File: src/rtl/rtc_pkg.sv
package rtc_pkg;
    typedef enum logic [1:0] {
        REG_DIVTRIM = 2'd0,
        REG_SECONDS = 2'd1,
        REG_ALARM   = 2'd2,
        REG_STATUS  = 2'd3
    } rtc_reg_e;

    // event source indices; enable of source i sits at status bit i + SRC_COUNT
    localparam int unsigned SRC_ALARM = 0;
    localparam int unsigned SRC_HZ    = 1;
    localparam int unsigned SRC_COUNT = 2;
endpackage

File: src/rtl/rtc_prescale.sv
module rtc_prescale #(
    parameter int DIV_W       = 16,
    parameter int TRIM_W      = 8,
    parameter int DEFAULT_DIV = 32767,
    parameter int TRIM_SECS   = 1024
) (
    input  logic              clk,
    input  logic              rst,
    input  logic [DIV_W-1:0]  div_val,
    input  logic [TRIM_W-1:0] trim_val,
    input  logic              use_default,
    input  logic              restart,
    output logic              tick
);
    localparam int PH_W = (TRIM_SECS > 1) ? $clog2(TRIM_SECS) : 1;
    localparam logic [PH_W-1:0] PH_LAST = PH_W'(TRIM_SECS - 1);

    typedef struct packed {
        logic [DIV_W-1:0] pre;
        logic [PH_W-1:0]  phase;
    } pre_state_t;

    pre_state_t s_d, s_q;
    logic [DIV_W-1:0] base_div;
    logic [DIV_W-1:0] trim_ext;
    logic [DIV_W-1:0] limit;
    logic             trim_slot;

    always_comb begin
        base_div  = use_default ? DIV_W'(DEFAULT_DIV) : div_val;
        trim_ext  = use_default ? '0 : DIV_W'(trim_val);
        trim_slot = (s_q.phase == PH_LAST);
        limit     = base_div;
        if (trim_slot) begin
            limit = (base_div > trim_ext) ? (base_div - trim_ext) : '0;
        end
        tick = (s_q.pre >= limit) && !restart;

        s_d = s_q;
        if (restart) begin
            s_d.pre   = '0;
            s_d.phase = '0;
        end else if (tick) begin
            s_d.pre   = '0;
            s_d.phase = trim_slot ? '0 : s_q.phase + 1'b1;
        end else begin
            s_d.pre = s_q.pre + 1'b1;
        end
    end

    always_ff @(posedge clk) begin
        if (rst) s_q <= '0;
        else     s_q <= s_d;
    end
endmodule

File: src/rtl/rtc_count_alarm.sv
module rtc_count_alarm #(
    parameter int CNT_W = 32
) (
    input  logic             clk,
    input  logic             rst,
    input  logic             tick,
    input  logic             cnt_wr,
    input  logic             alarm_wr,
    input  logic [CNT_W-1:0] wval,
    output logic [CNT_W-1:0] count,
    output logic [CNT_W-1:0] alarm,
    output logic             alarm_hit
);
    typedef struct packed {
        logic [CNT_W-1:0] count;
        logic [CNT_W-1:0] alarm;
        logic             match;
    } ca_state_t;

    ca_state_t s_d, s_q;
    logic      equal_now;

    always_comb begin
        equal_now = (s_q.count == s_q.alarm);
        alarm_hit = equal_now && !s_q.match;

        s_d       = s_q;
        s_d.match = equal_now;
        if (cnt_wr)    s_d.count = wval;
        else if (tick) s_d.count = s_q.count + 1'b1;
        if (alarm_wr)  s_d.alarm = wval;
    end

    always_ff @(posedge clk) begin
        if (rst) begin
            s_q       <= '0;
            s_q.match <= 1'b1;
        end else begin
            s_q <= s_d;
        end
    end

    assign count = s_q.count;
    assign alarm = s_q.alarm;
endmodule

File: src/rtl/rtc_status.sv
module rtc_status #(
    parameter int NSRC = 2
) (
    input  logic              clk,
    input  logic              rst,
    input  logic              st_wr,
    input  logic [2*NSRC-1:0] wbits,
    input  logic [NSRC-1:0]   event_in,
    output logic [NSRC-1:0]   pend,
    output logic [NSRC-1:0]   en,
    output logic [NSRC-1:0]   irq
);
    typedef struct packed {
        logic [NSRC-1:0] en;
        logic [NSRC-1:0] pend;
    } st_state_t;

    st_state_t s_d, s_q;

    always_comb begin
        s_d = s_q;
        if (st_wr) begin
            s_d.pend = s_q.pend & ~wbits[NSRC-1:0];
            s_d.en   = wbits[2*NSRC-1:NSRC];
        end
        s_d.pend = s_d.pend | event_in;
    end

    always_ff @(posedge clk) begin
        if (rst) s_q <= '0;
        else     s_q <= s_d;
    end

    for (genvar i = 0; i < NSRC; i++) begin : g_irq
        assign irq[i] = s_q.pend[i] & s_q.en[i];
    end

    assign pend = s_q.pend;
    assign en   = s_q.en;
endmodule

File: src/rtl/rtc_timekeeper.sv
module rtc_timekeeper #(
    parameter int DATA_W      = 32,
    parameter int DIV_W       = 16,
    parameter int TRIM_W      = 8,
    parameter int DEFAULT_DIV = 32767,
    parameter int TRIM_SECS   = 1024
) (
    input  logic              clk,
    input  logic              rst,
    input  logic              bus_sel,
    input  logic              bus_wr,
    input  logic [1:0]        bus_addr,
    input  logic [DATA_W-1:0] bus_wdata,
    output logic [DATA_W-1:0] bus_rdata,
    output logic              irq_alarm,
    output logic              irq_hz
);
    import rtc_pkg::*;

    localparam int DT_W = DIV_W + TRIM_W;

    typedef struct packed {
        logic [DT_W-1:0] divtrim;
    } top_state_t;

    top_state_t s_d, s_q;

    rtc_reg_e                 reg_sel;
    logic                     dt_wr, cnt_wr, alarm_wr, st_wr;
    logic                     tick, alarm_hit;
    logic [DATA_W-1:0]        count_val, alarm_val;
    logic [SRC_COUNT-1:0]     pend, en, irq, events;
    logic                     al_pend, hz_pend, al_en, hz_en;

    always_comb begin
        reg_sel  = rtc_reg_e'(bus_addr);
        dt_wr    = bus_sel && bus_wr && (reg_sel == REG_DIVTRIM);
        cnt_wr   = bus_sel && bus_wr && (reg_sel == REG_SECONDS);
        alarm_wr = bus_sel && bus_wr && (reg_sel == REG_ALARM);
        st_wr    = bus_sel && bus_wr && (reg_sel == REG_STATUS);

        s_d = s_q;
        if (dt_wr) s_d.divtrim = bus_wdata[DT_W-1:0];
    end

    always_ff @(posedge clk) begin
        if (rst) s_q <= '0;
        else     s_q <= s_d;
    end

    rtc_prescale #(
        .DIV_W       (DIV_W),
        .TRIM_W      (TRIM_W),
        .DEFAULT_DIV (DEFAULT_DIV),
        .TRIM_SECS   (TRIM_SECS)
    ) u_prescale (
        .clk         (clk),
        .rst         (rst),
        .div_val     (s_q.divtrim[DIV_W-1:0]),
        .trim_val    (s_q.divtrim[DT_W-1:DIV_W]),
        .use_default (s_q.divtrim == '0),
        .restart     (cnt_wr),
        .tick        (tick)
    );

    rtc_count_alarm #(
        .CNT_W (DATA_W)
    ) u_count (
        .clk       (clk),
        .rst       (rst),
        .tick      (tick),
        .cnt_wr    (cnt_wr),
        .alarm_wr  (alarm_wr),
        .wval      (bus_wdata),
        .count     (count_val),
        .alarm     (alarm_val),
        .alarm_hit (alarm_hit)
    );

    always_comb begin
        events            = '0;
        events[SRC_ALARM] = alarm_hit;
        events[SRC_HZ]    = tick;
    end

    rtc_status #(
        .NSRC (SRC_COUNT)
    ) u_status (
        .clk      (clk),
        .rst      (rst),
        .st_wr    (st_wr),
        .wbits    (bus_wdata[2*SRC_COUNT-1:0]),
        .event_in (events),
        .pend     (pend),
        .en       (en),
        .irq      (irq)
    );

    assign al_pend   = pend[SRC_ALARM];
    assign hz_pend   = pend[SRC_HZ];
    assign al_en     = en[SRC_ALARM];
    assign hz_en     = en[SRC_HZ];
    assign irq_alarm = irq[SRC_ALARM];
    assign irq_hz    = irq[SRC_HZ];

    always_comb begin
        case (reg_sel)
            REG_DIVTRIM: bus_rdata = DATA_W'(s_q.divtrim);
            REG_SECONDS: bus_rdata = count_val;
            REG_ALARM:   bus_rdata = alarm_val;
            REG_STATUS:  bus_rdata = DATA_W'({en, pend});
            default:     bus_rdata = '0;
        endcase
    end
endmodule

File: config.mk
export PLATFORM = sky130hd
export DESIGN_NAME = rtc_timekeeper
export DESIGN_NICKNAME = d
export VERILOG_FILES = /design/src/rtl/rtc_pkg.sv /design/src/rtl/rtc_prescale.sv /design/src/rtl/rtc_count_alarm.sv /design/src/rtl/rtc_status.sv /design/src/rtl/rtc_timekeeper.sv
export SDC_FILE = /design/constraint.sdc
export NUM_CORES = 1
export LEC_CHECK = 0
export ABC_AREA = 1
export BUFFER_PORTS_ARGS = -buffer_cell sky130_fd_sc_hd__buf_2
export CAP_MARGIN = 20
export CORE_ASPECT_RATIO = 1.75
export CORE_MARGIN = 1.5
export CORE_UTILIZATION = 45
export CTS_BUF_LIST = sky130_fd_sc_hd__clkbuf_8
export CTS_CLUSTER_DIAMETER = 150
export DETAILED_ROUTE_END_ITERATION = 8
export GPL_TIMING_DRIVEN = 0
export SLEW_MARGIN = 20
export SYNTH_ARGS = -nofsm -noshare
export SYNTH_HDL_FRONTEND = slang
export SYNTH_SLANG_ARGS = --single-unit
export TNS_END_PERCENT = 20
File: constraint.sdc
create_clock -name clk -period 10.1 [get_ports clk]
set_input_delay 1.01 -clock clk [delete_from_list [all_inputs] [get_ports clk]]
set_output_delay 1.01 -clock clk [all_outputs]
set_load 0.02 [all_outputs]
==> results of run 1 <==
## logic make-up after synthesis
| kind of cell | synth area share, % |
|---|---|
| AO/OA/AOI/OAI | 15.8 |
| adder cells (fa/ha/maj) | 4.27 |
| flip-flops | 29.4 |
| AND/OR/NAND/NOR | 34.5 |
| buffers and inverters | 9.57 |
| XOR/XNOR | 6.39 |
## cell type report
cell class | count | area, um^2
clock buffers | 20 | 275
inverters | 133 | 507
clock inverters | 12 | 151
multi-input cells | 910 | 4930
flip-flops and latches | 119 | 2380
repair buffers | 70 | 350
fillers | 1851 | 8380
well taps | 231 | 289
plain buffers | 58 | 268
## state kept, by name (all words and copies together) (netlist names)
signal          flops
u_count.alarm      32
u_count.count      32
u_prescale.s_q     26
s_q                24
u_status.en         2
u_status.pend       2
u_count.s_q         1
## final timing paths
check | to | cells after the start | slack, ns | from
min reg2reg | u_prescale.s_q[10] | 1 | 0.47 | u_prescale.s_q[10]
max reg2reg | u_count.count[29] | 25 | 4.96 | s_q[1]
min | u_prescale.s_q[10] | 1 | 0.47 | u_prescale.s_q[10]
max | u_count.count[29] | 25 | 4.96 | s_q[1]
## metal layers
layer  vias up  track usage (%)  share of wire (%)
li1       4188                -                  -
met3       154             5.42                5.2
met2       369             60.4                 52
met1      3904             30.4                 33
met5         -                0                  0
met4         0             26.0                8.9
## layout by cell type (no fill, tap or decap), types with 4 or more instances in the layout
master | netlist | routed
nor2_4 | 5 | 5
o22ai_1 | 6 | 6
or2_2 | 6 | 6
inv_1 | 122 | 124
nor4_1 | 4 | 4
o21ai_0 | 80 | 80
buf_2 | 24 | 94
nand4_1 | 27 | 27
nor3_2 | 10 | 10
o211ai_1 | 5 | 5
o221ai_1 | 18 | 18
xnor2_1 | 29 | 29
o2111ai_1 | 6 | 6
clkbuf_8 | 0 | 20
nand3_1 | 45 | 45
nand2_2 | 12 | 12
ha_1 | 26 | 26
nand3_2 | 13 | 13
clkbuf_1 | 27 | 27
dfxtp_1 | 119 | 119
inv_2 | 9 | 9
a21oi_1 | 104 | 104
nor3_1 | 15 | 15
o21ai_1 | 8 | 8
nand3b_1 | 4 | 4
xor2_1 | 30 | 30
nand2_1 | 325 | 325
nor2_2 | 8 | 8
nor2_1 | 104 | 104
## worst max-delay path, delay by kind of cell, from the launching register on
family,cells,cell delay [ns]
simple gates,12,1.90
buf+inv,6,1.36
compound gates,5,0.83
fa+ha+maj,2,0.58
flops,1,0.39
## power by group through the flow
| stage | clock network [mW] | registers [mW] | logic [mW] |
|---|---|---|---|
| after floorplan | 0 | 0.499 | 0.205 |
| after global placement | 0 | 0.502 | 0.287 |
| after detailed placement | 0 | 0.502 | 0.290 |
| after CTS | 0.481 | 0.491 | 0.291 |
| after global routing | 0.500 | 0.493 | 0.325 |
| final | 0.476 | 0.492 | 0.293 |
## stage by stage
step	utilization, %	power (mW)
floorplan	-	0.704
global placement	49.8	0.789
detailed placement	49.8	0.792
CTS	52.2	1.26
global route	52.2	1.32
finish	52.2	1.26
==> impl_results.md, run 1 <==
- PD cells: 138 mW/mm^2
- Crit path kind: reg2reg
- Vias/cell: 5.55
- TNS Setup: 0 ns
- Endpoints failing setup: 0
- Synth top area cells: dfxtp_1 29%, nand2_1 15%, a21oi_1 6.4%
- Area grow syn2layout: 13.2%
- Psw: 0.424 mW
- Die area: 0.0188 mm^2
- Share of power burned in registers: 39.0%
- Vias in the first global route: 8248
- First-pass GRT wire length: 45.6 mm
- Critical path endpoint category: register
- Hold Crit Class: reg2reg
- Clock power frac: 37.8%
- Synth Register Bits: 119
- Skew final: 0.0117 ns
- CTS resizes: 0
- Syn Area/Cell: 6.63 um^2
- RSZ-0062 raised after global routing: false
- CTS Buf Count: 17
- IO Port Bufs: 70
- CTS clk-pin slew, worst paths: 0.07 ns
- Residual DRC: 0
- Initial drt markers: 650
- VDD IR max: 0.0944 mV
- Initial antenna violation count: 0
- Cts hold-fix bufs: 0
- DP Wirelength: 24.3 mm
- Number of synthesized flops with an enable pin: 0
- Ys async rst share: 0%
- Max cap viols: 0
- Yosys top cell area share: 29.4%
- Die W: 104 um
- Cell taking the most area after synthesis: dfxtp_1
- Largest net degree at the start of global routing: 17
- H-tree lvl count: 4
- Post-Layout Cell Count: 1553
- Final WS setup: 4.96 ns
- Critical path's slowest cell: nor4_1
- Final Hold Vio Count: 0
- Clock sinks: 119
- Nets: 1374
- Drt total wl: 30.2 mm
- Actual slew at the worst max-slew pin: 0.895 ns
- CP arrival: 5.54 ns
- Remaining global-route overflow: 0
- Fmax: 194 MHz
- Gpl congestion: 0.993
- Via count: 8615
- Max-slew violation count: 0
- Leakage: 3.83 nW
- Placement Setup Slack: 4.98 ns
- Core area: 0.0175 mm^2
- Syn nets: 1285
- Internal: 0.837 mW
- Routed WL per cell: 19.4 um
- Layout cells sized above 1: 15.7%
- Crit-path max FO: 10
- Status: complete, no violations
- Seq/Total Area, Yosys: 29.4%
- N_diodes: 0
- Chip height: 180 um
- All-Layer GR Usage: 32.3%
- Max incr delay on CP: 0.47 ns
- Crit path launch type: register
- CP required: 10.50 ns
- Synthesis Warnings: 0
- Main synth FF type: dfxtp_1
- Worst-Skew Late Latency: 0.47 ns
- Most common library cells after synthesis: 325 x nand2_1, 122 x inv_1, 119 x dfxtp_1, 104 x a21oi_1, 104 x nor2_1
- Clock root buffer: clkbuf_8
- Fin Hold WS: 0.470 ns
- Final ANT Viol Nets: 0
- Placed cells: 1521
- Row count: 64
- Syn Inst Count: 1220
- CTS tree: yes
- Design area: 0.00916 mm^2
- Starting Density: 46.1%
- Slew HR: 39.5%
- Final period util: 50.9%
- Drt pass-1 iters: 5
- Netlist cell types: 49
- CTS Buffer Depth: 2
- Post-DP Area: 0.00873 mm^2
- Count leader, synth: nand2_1
- Switching Share: 33.6%
- Combinational power share: 23.3%
- Boundary Pins: 72
- Min Tclk post-route: 5.14 ns
- Synthesized cell area: 0.00809 mm^2
- Post-CTS setup buffers: 0
No activity file was read; power rests on OpenSTA's default activity.
==> run 2, diff against run 1 <==
--- a/config.mk
+++ b/config.mk
@@ -15,6 +15,7 @@
 export CTS_CLUSTER_DIAMETER = 150
 export DETAILED_ROUTE_END_ITERATION = 8
 export GPL_TIMING_DRIVEN = 0
+export PLACE_DENSITY = 0.65
 export SLEW_MARGIN = 20
 export SYNTH_ARGS = -nofsm -noshare
 export SYNTH_HDL_FRONTEND = slang
==> constraint.sdc (replaced) <==
create_clock -name clk -period 4.35 [get_ports clk]
set_input_delay 0.435 -clock clk [delete_from_list [all_inputs] [get_ports clk]]
set_output_delay 0.435 -clock clk [all_outputs]
set_load 0.02 [all_outputs]
==> run 2 against run 1 <==
Net effect: routed wire length is 1.1% higher; hold slack worse by 0.27 ns; sequential cell count stayed put; critical path depth is 3 higher; maximum frequency is 22% higher; setup slack worse by 4.8 ns; largest cell class unchanged.
==> impl_results.md, run 2 (synthesis gave the netlist of run 1 again) <==
- H-tree lvl count: 4
- CTS Buf Count: 17
- Die area: 0.0188 mm^2
- Slew HR: 32.6%
- Vias in the first global route: 8273
- Worst Hold End: u_count.alarm[31]
- Initial drt markers: 672
- Crit path kind: reg2reg
- Via count: 8764
- Critical path endpoint category: register
- Crit-path max FO: 8
- Hold Path Origin: bus_wdata[31]
- Final Hold Vio Count: 0
- Max-slew violation count: 0
- Psw: 1.03 mW
- Cell mode on critical path: nand2_1
- Worst Reg-to-Reg Cells: 28
- All-Layer GR Usage: 32.1%
- Final ANT Viol Nets: 0
- Most common cell after layout, fill and taps aside: nand2_1
- Initial antenna violation count: 0
- Worst-Skew Late Latency: 0.48 ns
- Actual slew at the worst max-slew pin: 0.997 ns
- Crit path launch type: register
- Chip height: 180 um
- DP Wirelength: 24.0 mm
- Layout cells sized above 1: 18.7%
- Internal: 1.89 mW
- Clock power frac: 34.4%
- Gpl congestion: 1.02
- Residual DRC: 0
- Max incr delay on CP: 0.34 ns
- Largest net degree at the start of global routing: 17
- Routed WL per cell: 19.5 um
- Skew final: 0.0165 ns
- Hold Crit Depth: 3
- Boundary Pins: 72
- CTS Buffer Depth: 2
- Drt pass-1 iters: 5
- Final WS setup: 0.146 ns
- Worst r2r dst: u_count.count[24]
- Nets: 1387
- Row count: 64
- WP buf/inv: 6
- Power, Total: 2.92 mW
- Share of power burned in registers: 39.1%
- Leakage: 3.94 nW
- Clock root buffer: clkbuf_8
- Hold Crit Class: in2reg
- Post-Layout Cell Count: 1566
- First-pass GRT wire length: 45.1 mm
- IO Port Bufs: 70
- Combinational power share: 26.5%
- Max cap viols: 0
- N_diodes: 0
- VDD IR max: 0.334 mV
- Min Tclk post-route: 4.20 ns
- CTS clk-pin slew, worst paths: 0.08 ns
- Placed cells: 1521
- Area grow syn2layout: 17.1%
- Final period util: 96.6%
- R2r startpoint: s_q[1]
- CP delay by family, top: simple AND/OR/NAND/NOR gates
- Clock sinks: 119
- Switching Share: 35.2%
- Critical path's slowest cell: dfxtp_2
- Starting Density: 46.1%
- Vias/cell: 5.60
- Commonest non-fill, non-tap cells in the layout: 322 x nand2_1, 120 x inv_1, 116 x dfxtp_1
- TNS Setup: 0 ns
- Final core utilization: 54.0%
- Remaining global-route overflow: 0
- Placement Setup Slack: -0.780 ns
- FF-to-FF setup slack: 0.15 ns
- Core area: 0.0175 mm^2
- Drt total wl: 30.5 mm
- CP arrival: 4.61 ns
- PD cells: 308 mW/mm^2
- Fmax: 238 MHz
- CTS tree: yes
- Die W: 104 um
- CP required: 4.76 ns
- Endpoints failing setup: 0
- Status: complete, no violations
## run 2: worst max path at each step
stage | startpoint | endpoint | slack (ns) | cells past startpoint
finish | s_q[1] | u_count.count[24] | 0.15 | 28
CTS | s_q[3] | u_count.count[29] | 0.008 | 28
global placement | s_q[1] | u_prescale.s_q[24] | -0.74 | 25
floorplan | s_q[16] | u_prescale.s_q[23] | 0.61 | 25
detailed placement | s_q[1] | u_prescale.s_q[23] | -0.78 | 25
global route | s_q[1] | u_count.count[24] | -0.01 | 26
## run 2: layout make-up
class	count	area [um^2]
Timing Repair Buffer	83	487
Multi-Input combinational cell	910	5080
Sequential cell	119	2390
Fill cell	1800	8070
Inverter	133	514
Clock inverter	11	97.6
Clock buffer	21	289
Buffer	58	327
Tap cell	231	289
## run 2: through the flow
stage               cell area [um^2]  hold slack [ns]
floorplan                       8090            0.430
global placement                8730            0.454
detailed placement              8730            0.454
CTS                             9230            0.195
global route                    9470            0.199
finish                          9470            0.200
## run 2: tightest hold or removal path, delay by kind of cell
family | cells | cell delay, ns
buffers and inverters | 1 | 0.09
AND/OR/NAND/NOR | 2 | 0.12
## run 2: metal layers
metal  routed length (um)  up-vias  track usage (%)
met5                    0        -                0
met2                15800      392             58.5
met4                 3160        0             30.7
met3                 1570      158             5.28
li1                     -     4213                -
met1                10000     4001             29.5
## run 2: repair_timing
item / CTS / global route
setup buffers: 2 / 9
pin swaps: 6 / 15
setup endpoints to repair: 59 / 59
hold buffers: 0 / 0
gates resized for setup: 23 / 39
cloned: 0 / 2
## run 2: power groups by stage
stage                     logic [mW]  registers [mW]  clock network [mW]
after floorplan                0.476            1.16                   0
after global placement         0.664            1.17                   0
after detailed placement       0.672            1.17                   0
after CTS                      0.704            1.14                1.01
after global routing           0.837            1.14                1.06
final                          0.772            1.14                1.00
==> run 3, diff against run 2 <==
--- a/config.mk
+++ b/config.mk
@@ -10,12 +10,11 @@
 export CAP_MARGIN = 20
 export CORE_ASPECT_RATIO = 1.75
 export CORE_MARGIN = 1.5
-export CORE_UTILIZATION = 45
+export CORE_UTILIZATION = 33
 export CTS_BUF_LIST = sky130_fd_sc_hd__clkbuf_8
 export CTS_CLUSTER_DIAMETER = 150
 export DETAILED_ROUTE_END_ITERATION = 8
 export GPL_TIMING_DRIVEN = 0
-export PLACE_DENSITY = 0.65
 export SLEW_MARGIN = 20
 export SYNTH_ARGS = -nofsm -noshare
 export SYNTH_HDL_FRONTEND = slang
==> run 3 against run 2 <==
Net effect: sequential share of layout area shrank 0.66 points; critical path type unchanged; highest routed layer unchanged; largest power group is now clock; global-route usage shrank 5.6 points; critical endpoint is now u_count.count[25]; cell count grew 5.3%.
==> impl_results.md, run 3 (synthesis gave the netlist of run 1 again) <==
- Residual DRC: 0
- Max-slew violation count: 0
- Initial antenna violation count: 0
- Psw: 1.08 mW
- Clock root buffer: clkbuf_8
- Largest net degree at the start of global routing: 17
- Switching Share: 33.8%
- Post-DP Area: 0.00883 mm^2
- Worst-Skew Late Latency: 0.50 ns
- Status: complete, no violations
- Slew HR: 21.4%
- Crit path launch type: register
- Nets: 1393
- Hold Crit Class: in2reg
- CP arrival: 4.47 ns
- Critical path endpoint category: register
- Gpl congestion: 0.986
- Actual slew at the worst max-slew pin: 1.16 ns
- Fin Hold WS: 0.186 ns
- Clock power frac: 38.7%
- Chip height: 210 um
- All-Layer GR Usage: 26.5%
- CTS Buffer Depth: 2
- Starting Density: 33.7%
- Skew final: 0.0136 ns
- Die area: 0.0255 mm^2
- Boundary Pins: 72
- Layout cells sized above 1: 20.0%
- PD cells: 325 mW/mm^2
- Row count: 75
- IO Port Bufs: 70
- VDD IR max: 0.164 mV
- Via count: 8744
- Internal: 2.11 mW
- Drt total wl: 33.1 mm
- Commonest non-fill, non-tap cells in the layout: 319 x nand2_1, 119 x inv_1, 110 x dfxtp_1
- Crit path kind: reg2reg
- N_diodes: 0
- Core area: 0.0240 mm^2
- Leakage: 4.03 nW
- Most common cell after layout, fill and taps aside: nand2_1
- Final period util: 94.4%
- CTS clk-pin slew, worst paths: 0.08 ns
- CTS tree: yes
- CTS Buf Count: 17
- First-pass GRT wire length: 49.3 mm
- Share of power burned in registers: 35.9%
- Cts hold-fix bufs: 0
- H-tree lvl count: 4
- Routed WL per cell: 20.1 um
- DP Wirelength: 26.0 mm
- TNS Setup: 0 ns
- Clock sinks: 119
- Fmax: 244 MHz
- CP required: 4.71 ns
- Max cap viols: 0
- Final Hold Vio Count: 0
- Design area: 0.00978 mm^2
- Endpoints failing setup: 0
- Remaining global-route overflow: 0
- Crit-path max FO: 8
- Combinational power share: 25.4%
- Vias in the first global route: 8589
- Min Tclk post-route: 4.10 ns
- Final ANT Viol Nets: 0
- Initial drt markers: 600
- Vias/cell: 5.30
- Drt pass-1 iters: 6
- Area grow syn2layout: 20.9%
- Die W: 121 um
## run 3: cell types whose count changed in the layout (fill, tap and decap cells not counted), moves of 3 or more
cell	change
a21oi_1	+4
buf_4	+5
bufinv_16	+4
nand2_1	-3
dfxtp_1	-6
nor2_1	-3
dfxtp_2	+4
a21oi_2	-4
nor2_4	+4
## run 3: what timing repair did
item / CTS / global route
setup buffers: 8 / 10
pin swaps: 9 / 21
gates resized for setup: 38 / 51
setup endpoints to repair: 59 / 59
gates cloned: 2 / 0
## run 3: cell type report
| class | count | area (um^2) |
|---|---|---|
| tap | 308 | 385 |
| fill | 2640 | 14200 |
| inverter | 133 | 512 |
| sequential | 119 | 2400 |
| buffer | 57 | 328 |
| clock inverter | 13 | 201 |
| multi-input combinational | 910 | 5140 |
| clock buffer | 19 | 262 |
| timing repair buffer | 90 | 552 |
## run 3: critical path: stages (launching register included)
cell and delay, ns:
dfxtp_1 0.34, nor2_1 0.16, nand2_2 0.09, nor2_4 0.12, nand3_4 0.08, buf_8 0.15, nand2_1 0.08, ha_1 0.24
inv_2 0.08, nor2_1 0.04, o21ai_1 0.11, nand3_1 0.12, nand2_1 0.10, o211ai_1 0.14, nand2_1 0.20, nand3_1 0.10
nand2_1 0.10, nand3_2 0.10, ha_4 0.29, nand4_1 0.17, nor3_4 0.35, nand3_2 0.17, nand3_4 0.19, inv_6 0.08
buf_4 0.13, buf_4 0.12, nand2_1 0.04, a21oi_1 0.06
## run 3: layer usage
metal	routed length (um)	GRT usage (%)	vias to the layer above
met5	0	0	-
met4	3180	23.1	0
met3	1290	4.46	148
met2	17600	49.0	305
met1	11000	24.4	4059
li1	-	-	4232
## run 3: final timing paths
path	slack [ns]	to	depth (start not counted)	start
hold / removal	0.19	u_count.alarm[31]	3	bus_wdata[31]
hold reg to reg	0.47	u_prescale.s_q[10]	1	u_prescale.s_q[10]
setup reg to reg	0.25	u_count.count[25]	27	s_q[11]
setup / recovery	0.25	u_count.count[25]	27	s_q[11]
## run 3: per-stage QoR
stage / utilization (%) / setup slack [ns] / std cells / total power [mW]
3_3_place_gp: 36.7 / -0.845 / 1598 / 1.84
2_1_floorplan: - / 0.613 / 1220 / 1.63
4_1_cts: 39.8 / 0.0102 / 1640 / 3.12
6_report: 40.7 / 0.246 / 1649 / 3.18
3_5_place_dp: 36.7 / -0.853 / 1598 / 1.84
5_1_grt: 40.7 / -0.0561 / 1649 / 3.31
## run 3: power groups by stage
stage | Clock (mW) | Sequential [mW] | Combinational [mW]
finish | 1.23 | 1.14 | 0.809
global route | 1.28 | 1.15 | 0.883
CTS | 1.24 | 1.14 | 0.738
detailed placement | 0 | 1.17 | 0.678
global placement | 0 | 1.17 | 0.676
floorplan | 0 | 1.16 | 0.476
